File: src/rtl/colseq_pkg.sv
package colseq_pkg;

  typedef enum logic {
    ORD_SEQ = 1'b0,
    ORD_ILV = 1'b1
  } order_e;

  // Index of the final beat for the selected length.
  function automatic logic [2:0] final_idx(input logic len8);
    return len8 ? 3'd7 : 3'd3;
  endfunction

  // Low three column bits of beat i, given the starting low bits s.
  function automatic logic [2:0] beat_low(input logic [2:0] s,
                                          input logic [2:0] i,
                                          input logic len8,
                                          input order_e ord);
    logic [2:0] r;
    if (ord == ORD_ILV) begin
      r = s ^ {len8 & i[2], i[1:0]};
    end else begin
      r = {s[2] ^ (len8 & i[2]), s[1:0] + i[1:0]};
    end
    return r;
  endfunction

endpackage

File: src/rtl/colseq_ctrl.sv
module colseq_ctrl
  import colseq_pkg::*;
#(
  parameter int COL_W = 10
) (
  input  logic             clk,
  input  logic             rst_n,
  input  logic             start,
  input  logic [COL_W-1:0] start_col,
  input  logic             len8,
  input  order_e           ord,
  output logic             act,
  output logic [2:0]       idx,
  output logic [COL_W-1:0] col_q,
  output logic             len8_q,
  output order_e           ord_q,
  output logic             at_end,
  output logic             err
);

  logic accept;
  logic reject;

  assign accept = start && !act;
  assign reject = start && act;
  assign at_end = act && (idx == final_idx(len8_q));

  always_ff @(posedge clk or negedge rst_n) begin
    if (!rst_n) begin
      act    <= 1'b0;
      idx    <= '0;
      col_q  <= '0;
      len8_q <= 1'b0;
      ord_q  <= ORD_SEQ;
      err    <= 1'b0;
    end else begin
      err <= reject;
      if (accept) begin
        act    <= 1'b1;
        idx    <= '0;
        col_q  <= start_col;
        len8_q <= len8;
        ord_q  <= ord;
      end else if (act) begin
        if (at_end) begin
          act <= 1'b0;
        end else begin
          idx <= idx + 3'd1;
        end
      end
    end
  end

  // a request made while busy is flagged on the next cycle
  assert_reject_flag_R9: assert property (@(posedge clk) disable iff (!rst_n)
    reject |=> err);

  // an accepted request never raises the error flag
  assert_accept_clean_R9: assert property (@(posedge clk) disable iff (!rst_n)
    accept |=> !err);

  // beat index never passes the final beat
  assert_idx_range_R3: assert property (@(posedge clk) disable iff (!rst_n)
    act |-> idx <= final_idx(len8_q));

  // index steps by one between beats of a burst
  assert_idx_step_R3: assert property (@(posedge clk) disable iff (!rst_n)
    act && !at_end |=> idx == $past(idx) + 3'd1);

endmodule

File: src/rtl/colseq_addr.sv
module colseq_addr
  import colseq_pkg::*;
#(
  parameter int COL_W = 10
) (
  input  logic [COL_W-1:0] col_q,
  input  logic [2:0]       idx,
  input  logic             len8_q,
  input  order_e           ord_q,
  output logic [COL_W-1:0] col_out
);

  localparam int HI_W = COL_W - 3;

  logic [2:0] low;

  always_comb begin
    low = beat_low(col_q[2:0], idx, len8_q, ord_q);
  end

  generate
    if (HI_W > 0) begin : g_hi
      assign col_out = {col_q[COL_W-1:3], low};
    end else begin : g_nohi
      assign col_out = low[COL_W-1:0];
    end
  endgenerate

endmodule

File: src/rtl/burst_colseq.sv
module burst_colseq
  import colseq_pkg::*;
#(
  parameter int COL_W = 10
) (
  input  logic             clk,
  input  logic             rst_n,
  input  logic             start,
  input  logic [COL_W-1:0] start_col,
  input  logic             len8,
  input  logic             interleave,
  output logic             beat_valid,
  output logic [COL_W-1:0] beat_col,
  output logic             beat_last,
  output logic             busy,
  output logic             start_err
);

  logic             act;
  logic [2:0]       idx;
  logic [COL_W-1:0] col_q;
  logic             len8_q;
  order_e           ord_q;
  logic             at_end;
  order_e           ord_in;

  assign ord_in = order_e'(interleave);

  colseq_ctrl #(.COL_W(COL_W)) u_ctrl (
    .clk       (clk),
    .rst_n     (rst_n),
    .start     (start),
    .start_col (start_col),
    .len8      (len8),
    .ord       (ord_in),
    .act       (act),
    .idx       (idx),
    .col_q     (col_q),
    .len8_q    (len8_q),
    .ord_q     (ord_q),
    .at_end    (at_end),
    .err       (start_err)
  );

  colseq_addr #(.COL_W(COL_W)) u_addr (
    .col_q   (col_q),
    .idx     (idx),
    .len8_q  (len8_q),
    .ord_q   (ord_q),
    .col_out (beat_col)
  );

  assign beat_valid = act;
  assign beat_last  = at_end;
  assign busy       = act;

  // first beat appears next cycle carrying the requested column
  assert_first_beat_R2: assert property (@(posedge clk) disable iff (!rst_n)
    start && !busy |=> beat_valid && beat_col == $past(start_col));

  // beats run on consecutive clocks until the last one
  assert_no_gap_R3: assert property (@(posedge clk) disable iff (!rst_n)
    beat_valid && !beat_last |=> beat_valid);

  // the burst ends right after the last beat
  assert_last_ends_R4: assert property (@(posedge clk) disable iff (!rst_n)
    beat_last |=> !beat_valid);

  // last flag only with a valid beat
  assert_last_valid_R4: assert property (@(posedge clk) disable iff (!rst_n)
    beat_last |-> beat_valid);

  // bits above the widest block hold across a burst
  assert_hi_stable_R8: assert property (@(posedge clk) disable iff (!rst_n)
    beat_valid && $past(beat_valid) |-> beat_col[COL_W-1:3] == $past(beat_col[COL_W-1:3]));

  // busy tracks beat activity
  assert_busy_R10: assert property (@(posedge clk) disable iff (!rst_n)
    busy == beat_valid);

endmodule

File: config.mk
export PLATFORM = sky130hd
export DESIGN_NAME = burst_colseq
export DESIGN_NICKNAME = d
export VERILOG_FILES = /design/src/rtl/colseq_pkg.sv /design/src/rtl/colseq_ctrl.sv /design/src/rtl/colseq_addr.sv /design/src/rtl/burst_colseq.sv
export SDC_FILE = /design/constraint.sdc
export NUM_CORES = 1
export LEC_CHECK = 0
export BUFFER_PORTS_ARGS = -buffer_cell sky130_fd_sc_hd__buf_2
export CAP_MARGIN = 20
export CORE_MARGIN = 4
export CORE_UTILIZATION = 47
export CTS_CLUSTER_SIZE = 24
export DETAILED_ROUTE_END_ITERATION = 12
export PLACE_DENSITY = 0.76
export SLEW_MARGIN = 20
export SYNTH_ARGS = -nofsm -noshare
export SYNTH_HDL_FRONTEND = slang
export SYNTH_SLANG_ARGS = --single-unit
File: constraint.sdc
create_clock -name clk -period 1.8 [get_ports clk]
set_clock_uncertainty 0.15 [all_clocks]
set_input_delay 0.18 -clock clk [delete_from_list [all_inputs] [get_ports clk]]
set_output_delay 0.18 -clock clk [all_outputs]
set_load 0.1 [all_outputs]
**Word-level counts from Yosys, hierarchy flattened**

Index checks and enable logic that the tools add are counted.

- Output and inout port bits: 14
- Bits in registers: 17

- Eq/ne operators: 2
- Bitwise operators: 3
- Mux-type cells: 8
- Reductions and logical operators: 6
- Add/sub/neg operators: 2

Operators by type and width:

| cell | number |
|---|---|
| 3-bit 2-to-1 mux | 5 |
| 3-bit by 1-bit adder with 3-bit output, second input constant | 1 |
| 3-bit equality test | 1 |
| 1-bit logical AND | 3 |
| 1-bit 2-to-1 mux | 3 |
| 3-bit bitwise XOR | 1 |
| 2-bit adder | 1 |
| 2-bit by 1-bit inequality test with 1-bit output, second input constant | 1 |
| 2-bit AND reduction | 1 |
| 2-bit nonzero test | 1 |
| 1-bit AND | 1 |
| 1-bit zero test | 1 |
| 1-bit bitwise XOR | 1 |

**Logic depth before layout (Yosys ltp)**

- Depth after elaboration: 6
- Gate-level depth with buffers: 4

**By module**

Synthesis repeated with hierarchy kept, for this count alone.

- Cell total of the unflattened synthesis: 67
- Area total of the unflattened synthesis: 885.8 um^2

Modules (own cells, without submodules):

| module | area an instance (um^2) | instances | cells each |
|---|---|---|---|
| colseq_ctrl | 773.2 | 1 | 52 |
| colseq_addr | 105.1 | 1 | 14 |
| burst_colseq | 7.5 | 1 | 1 |

**Worst setup path after synthesis**

No wires, ideal clock.

- Path kind: reg-to-output
- Start: register u_ctrl.idx[0]
- End: output beat_col[1]
- Arrival time: 2257 ps
- Cell stages (with the launch flop): 4
- Required time: 1470 ps
- Path slack: -787 ps
- Path through: dfrtp_1 ha_1 nor2b_1 xnor2_1

- Word-level cells in the longest chain between the ends: 2

Ends and longest elaborated chain:

| item | line | source |
|---|---|---|
| start, declared | colseq_ctrl.sv:13 | `output logic [2:0] idx,` |
| start signal, assigned | colseq_ctrl.sv:48 | `idx <= idx + 3'd1;` |
| 2-bit adder | colseq_pkg.sv:22 | `r = {s[2] ^ (len8 & i[2]), s[1:0] + i[1:0]};` |
| 3-bit 2-to-1 mux | colseq_pkg.sv:19 | `if (ord == ORD_ILV) begin` |
| end, declared | burst_colseq.sv:13 | `output logic [COL_W-1:0] beat_col,` |

No other way between the ends.

**Worst setup path in the final report**

- Start: register u_ctrl.len8_q
- End: output beat_last

- Word-level cells in the longest chain between the ends: 3

Ends and longest elaborated chain:

| item | line | source |
|---|---|---|
| start, declared | colseq_ctrl.sv:15 | `output logic len8_q,` |
| start signal, assigned | colseq_ctrl.sv:42 | `len8_q <= len8;` |
| 3-bit 2-to-1 mux | colseq_pkg.sv:10 | `return len8 ? 3'd7 : 3'd3;` |
| 3-bit equality test | colseq_ctrl.sv:26 | `assign at_end = act && (idx == final_idx(len8_q));` |
| 1-bit logical AND | colseq_ctrl.sv:26 |  |
| end, declared | burst_colseq.sv:14 | `output logic beat_last,` |

No other way between the ends.

==> impl_metrics.csv <==
group,metric,value,unit
worst_hold_path,min_path_type,"in -> async",
synthesis,synth_top_area_cell,"dfrtp_1",
global_routing,grt_pass1_vias,661,
placement,numPortBuffers,28,
detailed_routing,vias,572,
synthesis,async_flop_share,1.00,
floorplanning,fp.dieH,50.0,µm
global_routing,grt_pass1_wl,2900,µm
detailed_routing,dr.pass1.iters,4,
floorplanning,die_x,50.0,µm
clocking,clockRootBuffer,"clkbuf_4",
timing,fin_crit,1.79,ns
timing,post-route-period-util,0.997,
global_routing,grt_max_degree,18,
synthesis,syn_area_per_cell,13.8,µm²
synthesis,synth_edf_count,0,
synthesis,syn-cell-area,828,µm²
global_routing,gr-total-overflow,0,
timing,rsz0062_at_grt,"true",
clocking,cts_max_level,1,
clocking,tritoncts,"yes",
worst_setup_path,required,1.47,ns
floorplanning,io-pin-count,29,
timing,worstMarginPinSlew,0.493,ns
synthesis,synth_cells,60,
timing,fmax,557,MHz
placement,routabilityCongestion,0.667,
detailed_routing,drt_iter0_markers,7,
synthesis,synth_top_area_share,0.514,
detailed_routing,via_per_inst,4.85,
job,maxCapViolations,0,
timing,holdWs,0.184,ns
cells_and_area,diodes,0,
clocking,clkTransAtPathRegs,0.10,ns
timing,finalHoldViolCount,0,
floorplanning,dieArea,2500,µm²
synthesis,ys_top_cells_by_area,"dfrtp_1, mux2_4, buf_4",
timing,slew_viol_final,0,
synthesis,synth.distinct_cells,18,
clocking,cts_buffers,3,
global_routing,gr-usage-all-layers,0.158,
cells_and_area,final_nets,121,
synthesis,syn-num-nets,78,
floorplanning,start_util,0.525,
synthesis,ys_warn_count,0,
placement,dpl.hpwl,1140,µm
synthesis,synth_fa_ha_area_frac,0.0453,
floorplanning,rows,14,
cells_and_area,syn2layout_area_growth,49.1,%
worst_setup_path,cp.arrival,1.46,ns
synthesis,synth.top_cells.by_count,"dfrtp_1, mux2_4, buf_4",
cells_and_area,drive_gt1_frac,0.559,
clocking,clk_path_buf_depth,2,
clocking,cts_sinks,17,
worst_setup_path,cp-end-kind,"output port",
cells_and_area,fill_cells,104,
synthesis,synthFlopType,"dfrtp_1",
synthesis,synth_compound_area_frac,0.0287,
clocking,insertion_delay,0.29,ns
timing,timing.slew.headroom,0.674,
synthesis,synth-seq-cells,17,
worst_setup_path,crit_path_start_kind,"register",
worst_setup_path,path_class,"reg -> out",
worst_setup_path,cp_max_fo,4,
detailed_routing,wl,1720,µm
global_routing,antenna_found_initial,0,
detailed_routing,ant_nets,0,
synthesis,synth_most_common_cell,"dfrtp_1",
synthesis,muxShareOfSynthArea,0.208,
status,status,"finished clean",
synthesis,synth-xor-area-share,0.0423,
detailed_routing,routedWlPerCell,14.6,µm
synthesis,synth_top_family_by_area,"multiplexers",
detailed_routing,drc,0,
timing,finalSetupViolations,0,
synthesis,synthSimpleGateAreaFrac,0.0755,
synthesis,ys_seq_area_frac,0.514,
floorplanning,core,1580,µm²
==> path summary, 6_finish.rpt <==
| check | startpoint | endpoint | slack (ns) | cells after the start |
|---|---|---|---|---|
| setup / recovery | u_ctrl.len8_q | beat_last | 0.006 | 3 |
| hold / removal | rst_n | u_ctrl.col_q[7] | 0.18 | 2 |
| setup reg to reg | u_ctrl.idx[0] | u_ctrl.idx[0] | 0.27 | 5 |
| hold reg to reg | u_ctrl.col_q[3] | u_ctrl.col_q[3] | 0.36 | 1 |
| max in group asynchronous | rst_n | u_ctrl.act | 1.03 | 2 |
| min in group clk | u_ctrl.col_q[3] | u_ctrl.col_q[3] | 0.36 | 1 |
==> cells in the final DEF (no fill, tap or decap), types with 3 or more instances in the layout <==
cell type,instances
nand2_1,3
o21ai_0,3
dfrtp_1,16
buf_2,25
clkbuf_4,3
mux2_4,10
dlygate4sd3_1,14
buf_12,3
buf_4,5
==> area by class of cell <==
cell class / instances / area, µm² / area share
Sequential cell: 17 / 427 / 0.345
Multi-Input combinational cell: 34 / 399 / 0.323
Clock buffer: 4 / 26.3 / 0.0213
Tap cell: 16 / 20.0 / 0.0162
Timing Repair Buffer: 47 / 363 / 0.294
==> logic make-up (layout without fill, tap and decap cells) <==
kind of cell | count (synthesis) | in the layout
flip-flops | 17 | 17
multiplexers | 12 | 12
AND/OR/NAND/NOR | 11 | 11
buffers and inverters | 9 | 51
AO/OA/AOI/OAI | 4 | 4
XOR/XNOR | 4 | 4
adder cells (fa/ha/maj) | 3 | 3
==> state kept, by name, indices dropped and copies added (netlist names) <==
| name | cells |
|---|---|
| u_ctrl.idx | 3 |
| u_ctrl.len8_q | 1 |
| u_ctrl.ord_q | 1 |
| u_ctrl.col_q | 10 |
| u_ctrl.act | 1 |
| u_ctrl.err | 1 |
==> through the flow <==
stage	setup slack, ns	utilization	cells	setup TNS [ns]	area, µm²
finish	0.00600	0.783	118	0	1230
global route	-0.0414	0.783	118	-0.0414	1230
CTS	-0.0451	0.758	116	-0.0451	1190
detailed placement	0.234	0.646	97	0	1020
global placement	0.270	0.646	97	0	1020
floorplan	0.125	-	60	0	870
==> metal layers <==
layer,GRT usage,part of all wire
met1,0.185,0.42
met2,0.265,0.53
met3,0.0452,0.043
met4,0.0691,0
met5,0,0
==> critical path: stages, from the launching register on <==
cell and delay [ns]:
dfrtp_1 0.43, ha_4 0.25, and3b_4 0.32, buf_12 0.18
==> what timing repair did <==
action                                 CTS  global route
endpoints found under the hold margin   30             0
pin swaps                                0             2
setup endpoints to repair                2             3
hold buffers                            14             0
gates resized for setup                  1             3
buffers inserted                         1             2
Power is left out: the tool's default activity adds up to more than one toggle a clock period on the data nets, which glitch-free logic cannot reach.
